`config.mk`:
```
export PLATFORM = sky130hd
export DESIGN_NAME = seq_pattern_top
export DESIGN_NICKNAME = d
export VERILOG_FILES = /design/src/rtl/seq_pattern_pkg.sv /design/src/rtl/seq_pattern_ctrl.sv /design/src/rtl/seq_pattern_dp.sv /design/src/rtl/seq_pattern_top.sv
export SDC_FILE = /design/constraint.sdc
export NUM_CORES = 1
export LEC_CHECK = 0
export BUFFER_PORTS_ARGS = -buffer_cell sky130_fd_sc_hd__buf_2
export CAP_MARGIN = 20
export CORE_AREA = 4 4 41 43
export CTS_BUF_LIST = sky130_fd_sc_hd__clkbuf_4 sky130_fd_sc_hd__clkbuf_8
export CTS_CLUSTER_DIAMETER = 100
export DETAILED_ROUTE_END_ITERATION = 7
export DIE_AREA = 0 0 45 47
export GPL_TIMING_DRIVEN = 1
export PLACE_DENSITY = 0.57
export SETUP_SLACK_MARGIN = 0.3
export SLEW_MARGIN = 40
export SYNTH_ARGS = -nofsm -noshare
export SYNTH_HDL_FRONTEND = slang
export SYNTH_SLANG_ARGS = --single-unit
```
`constraint.sdc`:
```
create_clock -name clk -period 3.5 [get_ports clk]
set_clock_uncertainty 0.15 [all_clocks]
set_input_delay 0.7 -clock clk [delete_from_list [all_inputs] [get_ports clk]]
set_output_delay 0.7 -clock clk [all_outputs]
set_load 0.01 [all_outputs]
```
`src/rtl/seq_pattern_pkg.sv`:
```
package seq_pattern_pkg;

  localparam int SEL_W_DEF   = 4;
  localparam int STEP_W_DEF  = 3;
  localparam int WORD_W_DEF  = STEP_W_DEF + 4;
  localparam int DEPTH_DEF   = 2 ** (SEL_W_DEF + STEP_W_DEF);
  localparam int TABLE_W_DEF = DEPTH_DEF * WORD_W_DEF;
  localparam int STEPS_DEF   = 2 ** STEP_W_DEF;

  localparam logic [SEL_W_DEF-1:0] SPECIAL_SEL = SEL_W_DEF'(5);

  // strobes passed from control to datapath
  typedef struct packed {
    logic captureSel;
    logic holdStep;
  } seqStrobes_t;

  function automatic logic [2:0] specialOuts(input int st);
    logic [2:0] v;
    case (st)
      0: v = 3'b011;
      1: v = 3'b110;
      2: v = 3'b111;
      3: v = 3'b100;
      4: v = 3'b101;
      5: v = 3'b000;
      6: v = 3'b001;
      default: v = 3'b000;
    endcase
    return v;
  endfunction

  function automatic logic [TABLE_W_DEF-1:0] defaultTable();
    logic [TABLE_W_DEF-1:0] tab;
    tab = '0;
    for (int idx = 0; idx < DEPTH_DEF; idx++) begin
      int selV;
      int stV;
      logic [STEP_W_DEF-1:0] nxt;
      logic [2:0] outs;
      logic ld;
      selV = idx / STEPS_DEF;
      stV  = idx % STEPS_DEF;
      nxt  = STEP_W_DEF'((stV + 1) % STEPS_DEF);
      if (selV == int'(SPECIAL_SEL)) outs = specialOuts(stV);
      else outs = 3'((selV + stV) % 8);
      ld = (stV == STEPS_DEF - 1);
      tab[idx*WORD_W_DEF +: WORD_W_DEF] = {nxt, outs, ld};
    end
    return tab;
  endfunction

endpackage

```
`src/rtl/seq_pattern_ctrl.sv`:
```
module seq_pattern_ctrl
  import seq_pattern_pkg::*;
#(
  parameter int STEP_W = STEP_W_DEF,
  localparam int WORD_W = STEP_W + 4
) (
  input  logic [WORD_W-1:0] curWord,
  output logic [STEP_W-1:0] nextStep,
  output logic              loadFlag,
  output logic [2:0]        outBits,
  output seqStrobes_t       strobes
);

  // split the table word into its fields
  always_comb begin
    nextStep = curWord[WORD_W-1 -: STEP_W];
    outBits  = curWord[3:1];
    loadFlag = curWord[0];
  end

  // the load flag is the only trigger for a selector capture
  always_comb begin
    strobes.captureSel = loadFlag;
    strobes.holdStep   = 1'b0;
  end

endmodule

```
`src/rtl/seq_pattern_dp.sv`:
```
module seq_pattern_dp
  import seq_pattern_pkg::*;
#(
  parameter int SEL_W  = SEL_W_DEF,
  parameter int STEP_W = STEP_W_DEF,
  localparam int WORD_W  = STEP_W + 4,
  localparam int ADDR_W  = SEL_W + STEP_W,
  localparam int DEPTH   = 2 ** ADDR_W,
  localparam int TABLE_W = DEPTH * WORD_W,
  parameter logic [TABLE_W-1:0] PAT_TABLE = defaultTable()
) (
  input  logic              clk,
  input  logic              rstN,
  input  logic [SEL_W-1:0]  patSel,
  input  logic [STEP_W-1:0] nextStep,
  input  seqStrobes_t       strobes,
  output logic [SEL_W-1:0]  selQ,
  output logic [STEP_W-1:0] stepQ,
  output logic [WORD_W-1:0] curWord
);

  logic [WORD_W-1:0] romArr [DEPTH];

  for (genvar gi = 0; gi < DEPTH; gi++) begin : g_rom
    assign romArr[gi] = PAT_TABLE[gi*WORD_W +: WORD_W];
  end

  assign curWord = romArr[{selQ, stepQ}];

  always_ff @(posedge clk) begin
    if (!rstN) begin
      stepQ <= '0;
      selQ  <= patSel;
    end else begin
      if (!strobes.holdStep) stepQ <= nextStep;
      if (strobes.captureSel) selQ <= patSel;
    end
  end

endmodule

```
`src/rtl/seq_pattern_top.sv`:
```
module seq_pattern_top
  import seq_pattern_pkg::*;
#(
  parameter int SEL_W  = SEL_W_DEF,
  parameter int STEP_W = STEP_W_DEF,
  localparam int WORD_W  = STEP_W + 4,
  localparam int TABLE_W = (2 ** (SEL_W + STEP_W)) * WORD_W,
  parameter logic [TABLE_W-1:0] PAT_TABLE = defaultTable()
) (
  input  logic             clk,
  input  logic             rstN,
  input  logic [SEL_W-1:0] patSel,
  output logic             t1,
  output logic             t2,
  output logic             t3
);

  logic [SEL_W-1:0]  selQ;
  logic [STEP_W-1:0] stepQ;
  logic [WORD_W-1:0] curWord;
  logic [STEP_W-1:0] nextStep;
  logic              loadFlag;
  logic [2:0]        outBits;
  seqStrobes_t       strobes;

  seq_pattern_ctrl #(.STEP_W(STEP_W)) u_ctrl (
    .curWord  (curWord),
    .nextStep (nextStep),
    .loadFlag (loadFlag),
    .outBits  (outBits),
    .strobes  (strobes)
  );

  seq_pattern_dp #(
    .SEL_W(SEL_W), .STEP_W(STEP_W), .PAT_TABLE(PAT_TABLE)
  ) u_dp (
    .clk      (clk),
    .rstN     (rstN),
    .patSel   (patSel),
    .nextStep (nextStep),
    .strobes  (strobes),
    .selQ     (selQ),
    .stepQ    (stepQ),
    .curWord  (curWord)
  );

  assign {t1, t2, t3} = outBits;

endmodule

```
==> results.txt, run 1 <==
----------------------------------------------------
[Outcome]
  Status ... finished, final reports clean

[Place]
  Placed cell count ... 74
  Final Wtd Congestion ... 0.6721
  Placed wire-length estimate ... 673.5 um
  Port-buffer cells ... 8

[Timing]
  Setup total negative slack ... 0 ps
  Unrepaired setup endpoints after global routing ... no
  Post-route clock period utilization ... approximately 75%
  Slew Viols, Final ... 0
  Setup-violating endpoint count in the final report ... 0
  Slew margin rel. ... 74.57%
  Top achievable clock speed ... 381.0 MHz
  Hold violation total from the final report ... 0
  Worst Tran Pin Value ... approximately 380 ps
  Final critical-path required period ... 2625 ps

[Critical path]
  Critical Path Fanout Max ... 14
  Setup crit start kind ... register
  Depth of the worst register-to-register path ... 3
  Critical path capture point type ... output port
  CP max stage delay ... 540 ps
  Endpoint of the lowest-slack register-to-register path ... u_dp.stepQ[0]
  Dominant cell type by count on the critical path ... mux2i_1
  Register-to-register setup slack ... 2070 ps
  Cell-by-cell trace of the critical path ... xnor2_1 > mux2i_1 > mux2i_1 > a221oi_2 > buf_2
  Data required time of the worst path ... 2650 ps
  Worst path arrival time ... 1770 ps
  Source of the worst register-to-register timing path ... u_dp.stepQ[1]
  Launching instance or port of the critical path ... u_dp.stepQ[2]
  Worst Path Class, Setup ... register to output port
  Worst path slowest cell ... dfxtp_1

[Finish]
  Area growth syn-to-layout ... 16.49%
  Fill cell instance count of the final layout ... approximately 140
  Sequential cell area ... around 180 um^2
  Post-Layout Cell Count ... 78
  Final #Nets ... 75
  ANT cells ... 0
  Ratio of cells with drive above 1 in the final layout ... 22.22%
  Total area of multi-input combinational cells ... 285.3 um^2

[Synthesis]
  Post-synth ARST share ... 0%
  Cell area after synthesis ... 485.5 um^2
  Proportion of netlist area held by the largest area contributor ... 24.74%
  Dominant synthesized flop cell ... edfxtp_1
  Seq/Total Area, Yosys ... 37.11%
  Yosys warns ... 0
  Cell type with the largest total area after synthesis ... edfxtp_1
  Post-synthesis average cell area ... between 9 and 10 um^2
  Syn Nets ... 64
  Number of synthesized flops with an enable pin ... 4
  Unique masters post-synth ... 24
  Leading cell type by number of instances after synthesis ... nand2_1
  Top cells by area in the synthesized netlist ... edfxtp_1, ha_1, dfxtp_1, o21ai_0, nand2_1
  Flip-flop and latch count after synthesis ... 7
  Most frequent cells after synthesis ... nand2_1, ha_1, o21ai_0, edfxtp_1
  Gate count after technology mapping ... 53

[Floorplan]
  Floorplan die height ... 47 um
  Die area ... 0.002115 mm^2
  Horizontal die dimension ... ~45 um
  Io pins ... 9
  Core area ... 0.001301 mm^2
  Starting Density ... 37.31%
  Row count ... 13

[Power and ir drop]
  Pwr dens ... 424.9 mW/mm^2
  Worst supply voltage drop on vdd ... roughly 0.21 mV
  Total power of the final layout ... 0.2403 mW
  Cell leakage power ... between 0.2 and 0.25 nW

[Min path]
  Hold Startpoint ... u_dp.stepQ[0]
  Hold worst-path end ... u_dp.stepQ[0]
  WHS Path Cells ... 2
  Path category of the worst min-delay check ... register to register

[Routing]
  Number of vias per cell after detailed routing ... 4.859
  Antenna-violating nets left ... 0
  Post-detailed-route DRC marker count ... 0
  Initial DRC count ... 5
  Via count ... 379
  Total routed wirelength ... 817 um
  DR WL/cell ... 10.47 um
  First drt pass iteration count ... 3

[Clocking]
  Quantity of hold-fixing buffers added after cts ... 0
  Worst skew pair latency ... roughly 240 ps
  Num Clock Sinks ... 7
  Buffers inserted by post-CTS timing repair ... 0
  Number of CTS-inserted buffers ... 3
  Resized Gates After CTS ... 0
  TritonCTS clock tree ... done
  Cell chosen for the clock root ... clkbuf_4
  Maximum number of buffers from clock root to sink ... 2
  Clock-pin slew of the registers on the worst-case setup and hold paths ... 50 ps
  H-tree level count ... 1

[Run]
  Maximum Capacitance Violations ... 0

[Global routing]
  Number of global-route vias before repair ... 373
  Largest net degree at the start of global routing ... 15
  Antenna violations before repair ... 0
  All-Layer GR Usage ... 9.690%
  Wire length of the first global-routing pass ... 1455 um
  Leftover overflow at the end of global routing ... 0

----------------------------------------------------
flip-flops by register name, summed over array words and instances (netlist names):
register	cells
u_dp.selQ	4
u_dp.stepQ	3
cells by family (layout without fill, tap and decap cells):
| family | after synthesis | after routing | synth area share [%] |
|---|---|---|---|
| compound gates | 14 | 14 | 19.33 |
| simple gates | 17 | 17 | 17.01 |
| flops | 7 | 7 | 37.11 |
| xor+xnor | 3 | 3 | 5.413 |
| mux | 2 | 2 | 4.124 |
| fa+ha+maj | 5 | 5 | 12.89 |
| buf+inv | 5 | 15 | 4.122 |
stage by stage:
stage	setup WS (ps)	hold WS [ps]	utilization, %	cell area, um^2
5_1_grt	702.3	474.8	43.46	565.5
6_report	875.0	427.0	43.46	565.5
3_3_place_gp	1168	417.8	41.15	535.5
3_5_place_dp	1114	421.8	41.15	535.5
4_1_cts	853.8	433.2	43.46	565.5
2_1_floorplan	1335	385.3	-	485.5
layer usage:
| metal | GRT usage [%] | routed length (um) | vias to the layer above |
|---|---|---|---|
| met5 | 0 | 0 | - |
| met4 | 8.772 | 5 | 0 |
| met3 | 1.149 | 32 | 2 |
| met2 | 15.25 | 380 | 7 |
| met1 | 11.55 | 398 | 163 |
| li1 | - | - | 207 |
worst max-delay path, delay by kind of cell, from the launching register on:
family / cells / cell delay (ps)
flops: 1 / 540
mux: 2 / 320
compound gates: 1 / 270
xor+xnor: 1 / 230
buf+inv: 1 / 160
layout by cell type, fill, tap and decap left out, drive strengths merged, types with 2 or more instances in the layout:
| master | instances |
|---|---|
| nor2 | 3 |
| buf | 8 |
| a21oi | 3 |
| edfxtp | 4 |
| clkbuf | 4 |
| xnor2 | 2 |
| mux2i | 2 |
| inv | 3 |
| a31oi | 2 |
| o21ai | 5 |
| nor2b | 2 |
| nand2b | 2 |
| dfxtp | 3 |
| ha | 5 |
| nand2 | 6 |
worst max-delay path by stage:
stage               endpoint  slack, ps  cells after the start
floorplan                 t1       1330                      4
global placement          t1       1170                      5
detailed placement        t1       1110                      5
CTS                       t1        850                      5
global route              t1        700                      5
finish                    t1        880                      5
cell type report:
type / instances / area share, %
multi-input combinational: 41 / 50.44
clock buffer: 4 / 5.310
sequential: 7 / 31.86
inverter: 3 / 1.991
tap: 15 / 3.319
timing repair buffer: 8 / 7.080
where the power goes:
group | total, mW | internal [mW] | leakage, nW | switching, mW
Combinational | 0.0581 | 0.0295 | 0.157 | 0.0285
Clock | 0.0778 | 0.0510 | 0.0184 | 0.0267
Sequential | 0.104 | 0.0938 | 0.0640 | 0.0106
No activity file was read; power rests on OpenSTA's default activity.
==> inputs of run 2 (changes only) <==
--- a/config.mk
+++ b/config.mk
@@ -13,7 +13,7 @@
 export DETAILED_ROUTE_END_ITERATION = 7
 export DIE_AREA = 0 0 45 47
 export GPL_TIMING_DRIVEN = 1
-export PLACE_DENSITY = 0.57
+export PLACE_DENSITY = 0.59
 export SETUP_SLACK_MARGIN = 0.3
 export SLEW_MARGIN = 40
 export SYNTH_ARGS = -nofsm -noshare
==> constraint.sdc (replaced) <==
create_clock -name clk -period 2.27 [get_ports clk]
set_clock_uncertainty 0.15 [all_clocks]
set_input_delay 0.454 -clock clk [delete_from_list [all_inputs] [get_ports clk]]
set_output_delay 0.454 -clock clk [all_outputs]
set_load 0.01 [all_outputs]
==> results.txt, run 2 (synthesis results as in run 1) <==
----------------------------------------------------
[Outcome]
  Status ... finished, final reports clean

[Critical path]
  Worst path slowest cell ... edfxtp_1
  Data required time of the worst path ... 1670 ps (-980 ps)
  Worst Path Class, Setup ... register to output port
  Setup crit start kind ... register
  Cell-by-cell trace of the critical path ... xnor2_2 > mux2i_1 > mux2i_1 > a221oi_2 > buf_2
  Critical path capture point type ... output port
  Worst path arrival time ... 1660 ps (-110 ps)
  Critical Path Fanout Max ... 2 (-12)
  CP max stage delay ... 430 ps (-110 ps)
  Dominant cell type by count on the critical path ... mux2i_1

[Power and ir drop]
  Cell leakage power ... 0.2865 nW (+20%)
  Pwr dens ... 611.4 mW/mm^2 (+44%)
  Total power of the final layout ... 0.4077 mW (+70%)
  Worst supply voltage drop on vdd ... 0.3194 mV (+49%)

[Floorplan]
  Io pins ... 9 (unchanged)
  Core area ... 0.001301 mm^2 (unchanged)
  Die area ... 0.002115 mm^2 (unchanged)
  Row count ... 13 (unchanged)
  Starting Density ... 37.31% (unchanged)
  Floorplan die height ... 47 um (unchanged)
  Horizontal die dimension ... 45 um (unchanged)

[Clocking]
  Clock-pin slew of the registers on the worst-case setup and hold paths ... 50 ps (about the same)
  Cell chosen for the clock root ... clkbuf_4
  Worst skew pair latency ... 240 ps (about the same)
  Number of CTS-inserted buffers ... 3 (unchanged)
  Num Clock Sinks ... 7 (unchanged)
  TritonCTS clock tree ... done
  H-tree level count ... 1 (unchanged)
  Maximum number of buffers from clock root to sink ... 2 (unchanged)

[Finish]
  Final standard cell utilization of the core ... 51.25% (+7.8 points)
  Fill cell instance count of the final layout ... 120 (-16%)
  Ratio of cells with drive above 1 in the final layout ... 41.43% (+19 points)
  Final #Nets ... 82 (+9.3%)
  Area growth syn-to-layout ... 37.37%
  Largest register FFs ... 4 (unchanged)
  Most flop-heavy register ... u_dp.selQ
  Final non-filler cell area ... 666.9 um^2 (+18%)
  Most frequent cells in the layout ... buf_2, buf_4, nand2_1
  Largest registers ... u_dp.selQ x4, u_dp.stepQ x3
  ANT cells ... 0 (unchanged)
  Post-Layout Cell Count ... 85 (+9.0%)

[Routing]
  Number of vias per cell after detailed routing ... 5.012 (+3.1%)
  Total routed wirelength ... 980 um (+20%)
  DR WL/cell ... 11.53 um (+10%)
  Top routing layer used ... met3
  Antenna-violating nets left ... 0 (unchanged)
  First drt pass iteration count ... 4 (+1)
  Via count ... 426 (+12%)
  Detailed-routed wire length on met2 ... 485 um (+28%)
  Post-detailed-route DRC marker count ... 0 (unchanged)
  Routed wire length on met3 ... 41 um (+28%)
  Initial DRC count ... 24 (+19)
  Metal-1 WL ... 452 um (+14%)

[Place]
  Placed wire-length estimate ... 685.4 um (+1.8%)
  Final Wtd Congestion ... 0.7093 (+5.5%)
  Placed cell count ... 75 (+1.4%)
  Port-buffer cells ... 8 (unchanged)
  Area post-placement ... 543.0 um^2 (+1.4%)

[Global routing]
  Number of global-route vias before repair ... 406 (+8.8%)
  Largest net degree at the start of global routing ... 14 (-1)
  Leftover overflow at the end of global routing ... 0 (unchanged)
  Wire length of the first global-routing pass ... 1718 um (+18%)
  Antenna violations before repair ... 0 (unchanged)
  All-Layer GR Usage ... 11.39% (+1.7 points)

[Timing]
  Post-route clock period utilization ... between 90 and 100%
  Final critical-path required period ... 2263 ps
  Worst Tran Pin Value ... 337.6 ps (-43.40 ps)
  Unrepaired setup endpoints after global routing ... yes
  Slew margin rel. ... 77.50% (+2.9 points)
  Hold violation total from the final report ... 0 (unchanged)
  Setup-violating endpoint count in the final report ... 0 (unchanged)
  Top achievable clock speed ... 441.8 MHz
  Slew Viols, Final ... 0 (unchanged)

[Run]
  Maximum Capacitance Violations ... 0 (unchanged)

[Min path]
  Path category of the worst min-delay check ... primary input to register

----------------------------------------------------
## run 2: cell count changes in the layout (fill, tap and decap cells not counted), sizes merged
| cell | before | now |
|---|---|---|
| buf | 8 | 15 |
## run 2: area by class of cell
cell class	count	area [um^2]	share of cell area [%]
multi-input combinational	41	315.3	47.28
timing repair buffer	15	98.84	14.82
tap	15	18.77	2.814
clock buffer	4	30.03	4.503
inverter	3	16.27	2.439
sequential	7	187.7	28.14
## run 2: what timing repair did
action,CTS,global route
hold buffers,0,0
gates resized for setup,14,0
endpoints found under the setup margin,3,3
setup buffers,4,2
pin swaps,4,1
## run 2: power breakdown
group	internal (mW)	leakage, nW	total [mW]	switching (mW)
clock	0.0788	0.0184	0.121	0.0422
combinational	0.0697	0.203	0.127	0.0570
sequential	0.145	0.0651	0.160	0.0147
total	0.294	0.287	0.408	0.114
## run 2: worst paths after layout
kind	slack (ps)	cells past startpoint	endpoint	from
max	7	5	t1	u_dp.selQ[2]
min	230	1	u_dp.selQ[3]	patSel[3]
min reg2reg	420	2	u_dp.stepQ[0]	u_dp.stepQ[0]
max reg2reg	940	4	u_dp.stepQ[0]	u_dp.stepQ[0]
## run 2: critical path: cells and delay by family (launching register included)
family / cells / cell delay (ps)
AO/OA/AOI/OAI: 1 / 250
multiplexers: 2 / 320
buffers and inverters: 1 / 160
flip-flops: 1 / 430
XOR/XNOR: 1 / 250
## run 2: per-layer routing
layer | GRT usage [%] | up-vias
met4 | 5.263 | 0
met2 | 17.51 | 9
met1 | 14.69 | 193
met3 | 3.448 | 0
li1 | - | 224
met5 | 0 | -
## run 2: stage by stage
stage	setup slack [ps]	setup TNS (ps)	hold WS, ps
after floorplan	350.7	0	385.3
after global placement	171.1	0	421.7
after detailed placement	170.7	0	422.3
after CTS	-6.076	-6.076	222.0
after global routing	-127.4	-127.4	213.9
final	6.636	0	231.0
==> inputs of run 3 (changes only) <==
--- a/config.mk
+++ b/config.mk
@@ -13,7 +13,7 @@
 export DETAILED_ROUTE_END_ITERATION = 7
 export DIE_AREA = 0 0 45 47
 export GPL_TIMING_DRIVEN = 1
-export PLACE_DENSITY = 0.59
+export PLACE_DENSITY_LB_ADDON = 0.2
 export SETUP_SLACK_MARGIN = 0.3
 export SLEW_MARGIN = 40
 export SYNTH_ARGS = -nofsm -noshare
==> results.txt, run 3 (synthesis results as in run 1) <==
----------------------------------------------------
[Outcome]
  Status ... finished, final reports clean

[Routing]
  Antenna-violating nets left ... 0 (unchanged)
  DR WL/cell ... 11.43 um (-0.83%)
  Via count ... 403 (-5.4%)
  Number of vias per cell after detailed routing ... 4.855 (-3.1%)
  Initial DRC count ... 3 (-88%)
  Post-detailed-route DRC marker count ... 0 (unchanged)
  First drt pass iteration count ... 4 (unchanged)
  Total routed wirelength ... 949 um (-3.2%)

[Place]
  Placed cell count ... 75 (unchanged)
  Port-buffer cells ... 8 (unchanged)
  Placed wire-length estimate ... 715.5 um (+4.4%)
  Final Wtd Congestion ... 0.7657 (+8.0%)

[Global routing]
  Leftover overflow at the end of global routing ... 0 (unchanged)
  Wire length of the first global-routing pass ... 1738 um (+1.2%)
  Largest net degree at the start of global routing ... 14 (unchanged)
  Antenna violations before repair ... 0 (unchanged)
  Number of global-route vias before repair ... 412 (+1.5%)
  All-Layer GR Usage ... 11.46% (+0.071 points)

[Finish]
  Area growth syn-to-layout ... 31.70%
  Sequential cell area ... 187.7 um^2 (unchanged)
  Ratio of cells with drive above 1 in the final layout ... 38.24% (-3.2 points)
  Most frequent cells in the layout ... buf_2, nand2_1, o21ai_0, buf_4, edfxtp_1
  Final #Nets ... 80 (-2.4%)
  Leading cell type in the layout, fill and taps excluded ... buf_2
  Most flop-heavy register ... u_dp.selQ
  Total area of multi-input combinational cells ... 307.8 um^2 (-2.4%)
  Largest register FFs ... 4 (unchanged)
  Post-Layout Cell Count ... 83 (-2.4%)
  Fill cell instance count of the final layout ... 133 (+11%)
  ANT cells ... 0 (unchanged)
  Largest registers ... u_dp.selQ x4, u_dp.stepQ x3

[Timing]
  Slew margin rel. ... 76.58% (-0.92 points)
  Hold violation total from the final report ... 0 (unchanged)
  Unrepaired setup endpoints after global routing ... yes
  Final critical-path required period ... 2198 ps (-65.48 ps)
  Setup-violating endpoint count in the final report ... 0 (unchanged)
  Worst Tran Pin Value ... 351.3 ps (+13.74 ps)
  Slew Viols, Final ... 0 (unchanged)
  Post-route clock period utilization ... 96.82% (-2.9 points)
  Setup total negative slack ... 0 ps (unchanged)
  Top achievable clock speed ... 455.0 MHz (+3.0%)

[Min path]
  WHS Path Cells ... 1 (unchanged)
  Hold worst-path end ... u_dp.selQ[2]
  Path category of the worst min-delay check ... primary input to register
  Hold Startpoint ... patSel[2]

[Critical path]
  Register-to-register setup slack ... 930 ps (about the same)
  Depth of the worst register-to-register path ... 4 (unchanged)
  Launching instance or port of the critical path ... u_dp.selQ[2]
  Data required time of the worst path ... 1670 ps (about the same)
  Endpoint of the lowest-slack register-to-register path ... u_dp.stepQ[0]
  Worst Path Class, Setup ... register to output port
  Setup crit start kind ... register
  Source of the worst register-to-register timing path ... u_dp.stepQ[0]
  Worst path arrival time ... 1590 ps (-70 ps)
  Critical path capture point type ... output port
  Critical Path Fanout Max ... 2 (unchanged)

[Floorplan]
  Starting Density ... 37.31% (unchanged)
  Horizontal die dimension ... 45 um (unchanged)
  Floorplan die height ... 47 um (unchanged)
  Row count ... 13 (unchanged)
  Core area ... 0.001301 mm^2 (unchanged)
  Io pins ... 9 (unchanged)
  Die area ... 0.002115 mm^2 (unchanged)

[Clocking]
  Num Clock Sinks ... 7 (unchanged)
  Clock-pin slew of the registers on the worst-case setup and hold paths ... 50 ps (about the same)
  H-tree level count ... 1 (unchanged)
  Cell chosen for the clock root ... clkbuf_4
  Maximum number of buffers from clock root to sink ... 2 (unchanged)
  Worst skew pair latency ... 250 ps (about the same)
  Quantity of hold-fixing buffers added after cts ... 0 (unchanged)
  Number of CTS-inserted buffers ... 3 (unchanged)
  TritonCTS clock tree ... done

[Run]
  Maximum Capacitance Violations ... 0 (unchanged)

[Power and ir drop]
  Pwr dens ... 610.7 mW/mm^2 (-0.11%)
  Worst supply voltage drop on vdd ... 0.3084 mV (-3.4%)
  Cell leakage power ... 0.2712 nW (-5.4%)

----------------------------------------------------
==> run 3: final cells by class <==
type	count	share of cell area (%)
inverters	3	2.153
multi-input cells	41	48.14
clock inverters	1	0.7828
well taps	15	2.935
repair buffers	13	13.11
clock buffers	3	3.523
flip-flops and latches	7	29.35
==> run 3: metal layers <==
layer  up-vias  wire (um)  global-route usage [%]
li1        218          -                       -
met1       177        472                   14.42
met2         6        429                   17.51
met3         2         39                   4.598
met4         0          8                   4.678
met5         -          0                       0
==> run 3: where the power goes <==
| group | total, mW | internal (mW) | switching [mW] |
|---|---|---|---|
| clock | 0.107 | 0.0641 | 0.0431 |
| sequential | 0.158 | 0.145 | 0.0128 |
| combinational | 0.125 | 0.0674 | 0.0579 |
==> run 3: how the worst max path moves through the flow <==
stage | to
after floorplan | t1
after global placement | t2
after detailed placement | t1
after CTS | t1
after global routing | t1
final | t1
==> run 3: per-stage QoR <==
step                      setup WS, ps  power, mW  utilization [%]  cell area, um^2  hold slack, ps
after floorplan                  350.7     0.2286                -            485.5           385.3
after CTS                        63.73     0.3927            49.13            639.4           222.8
final                            72.12     0.3905            49.13            639.4           229.8
after global placement           231.3     0.2563            41.73            543.0           405.7
after detailed placement         186.9     0.2569            41.73            543.0           414.3
after global routing            -99.19     0.4241            49.13            639.4           204.2
==> run 3: worst max-delay path: stages, from the launching register on <==
cell and delay, ps:
edfxtp_1 430, xnor2_2 210, mux2i_1 210, mux2i_1 100, a221oi_2 250, buf_2 160
==> run 3: what timing repair did <==
item,4_1_cts,5_1_grt
endpoints found under the setup margin,3,3
cloned,0,0
pin swaps,3,1
buffers inserted,4,0
resized for setup,11,0
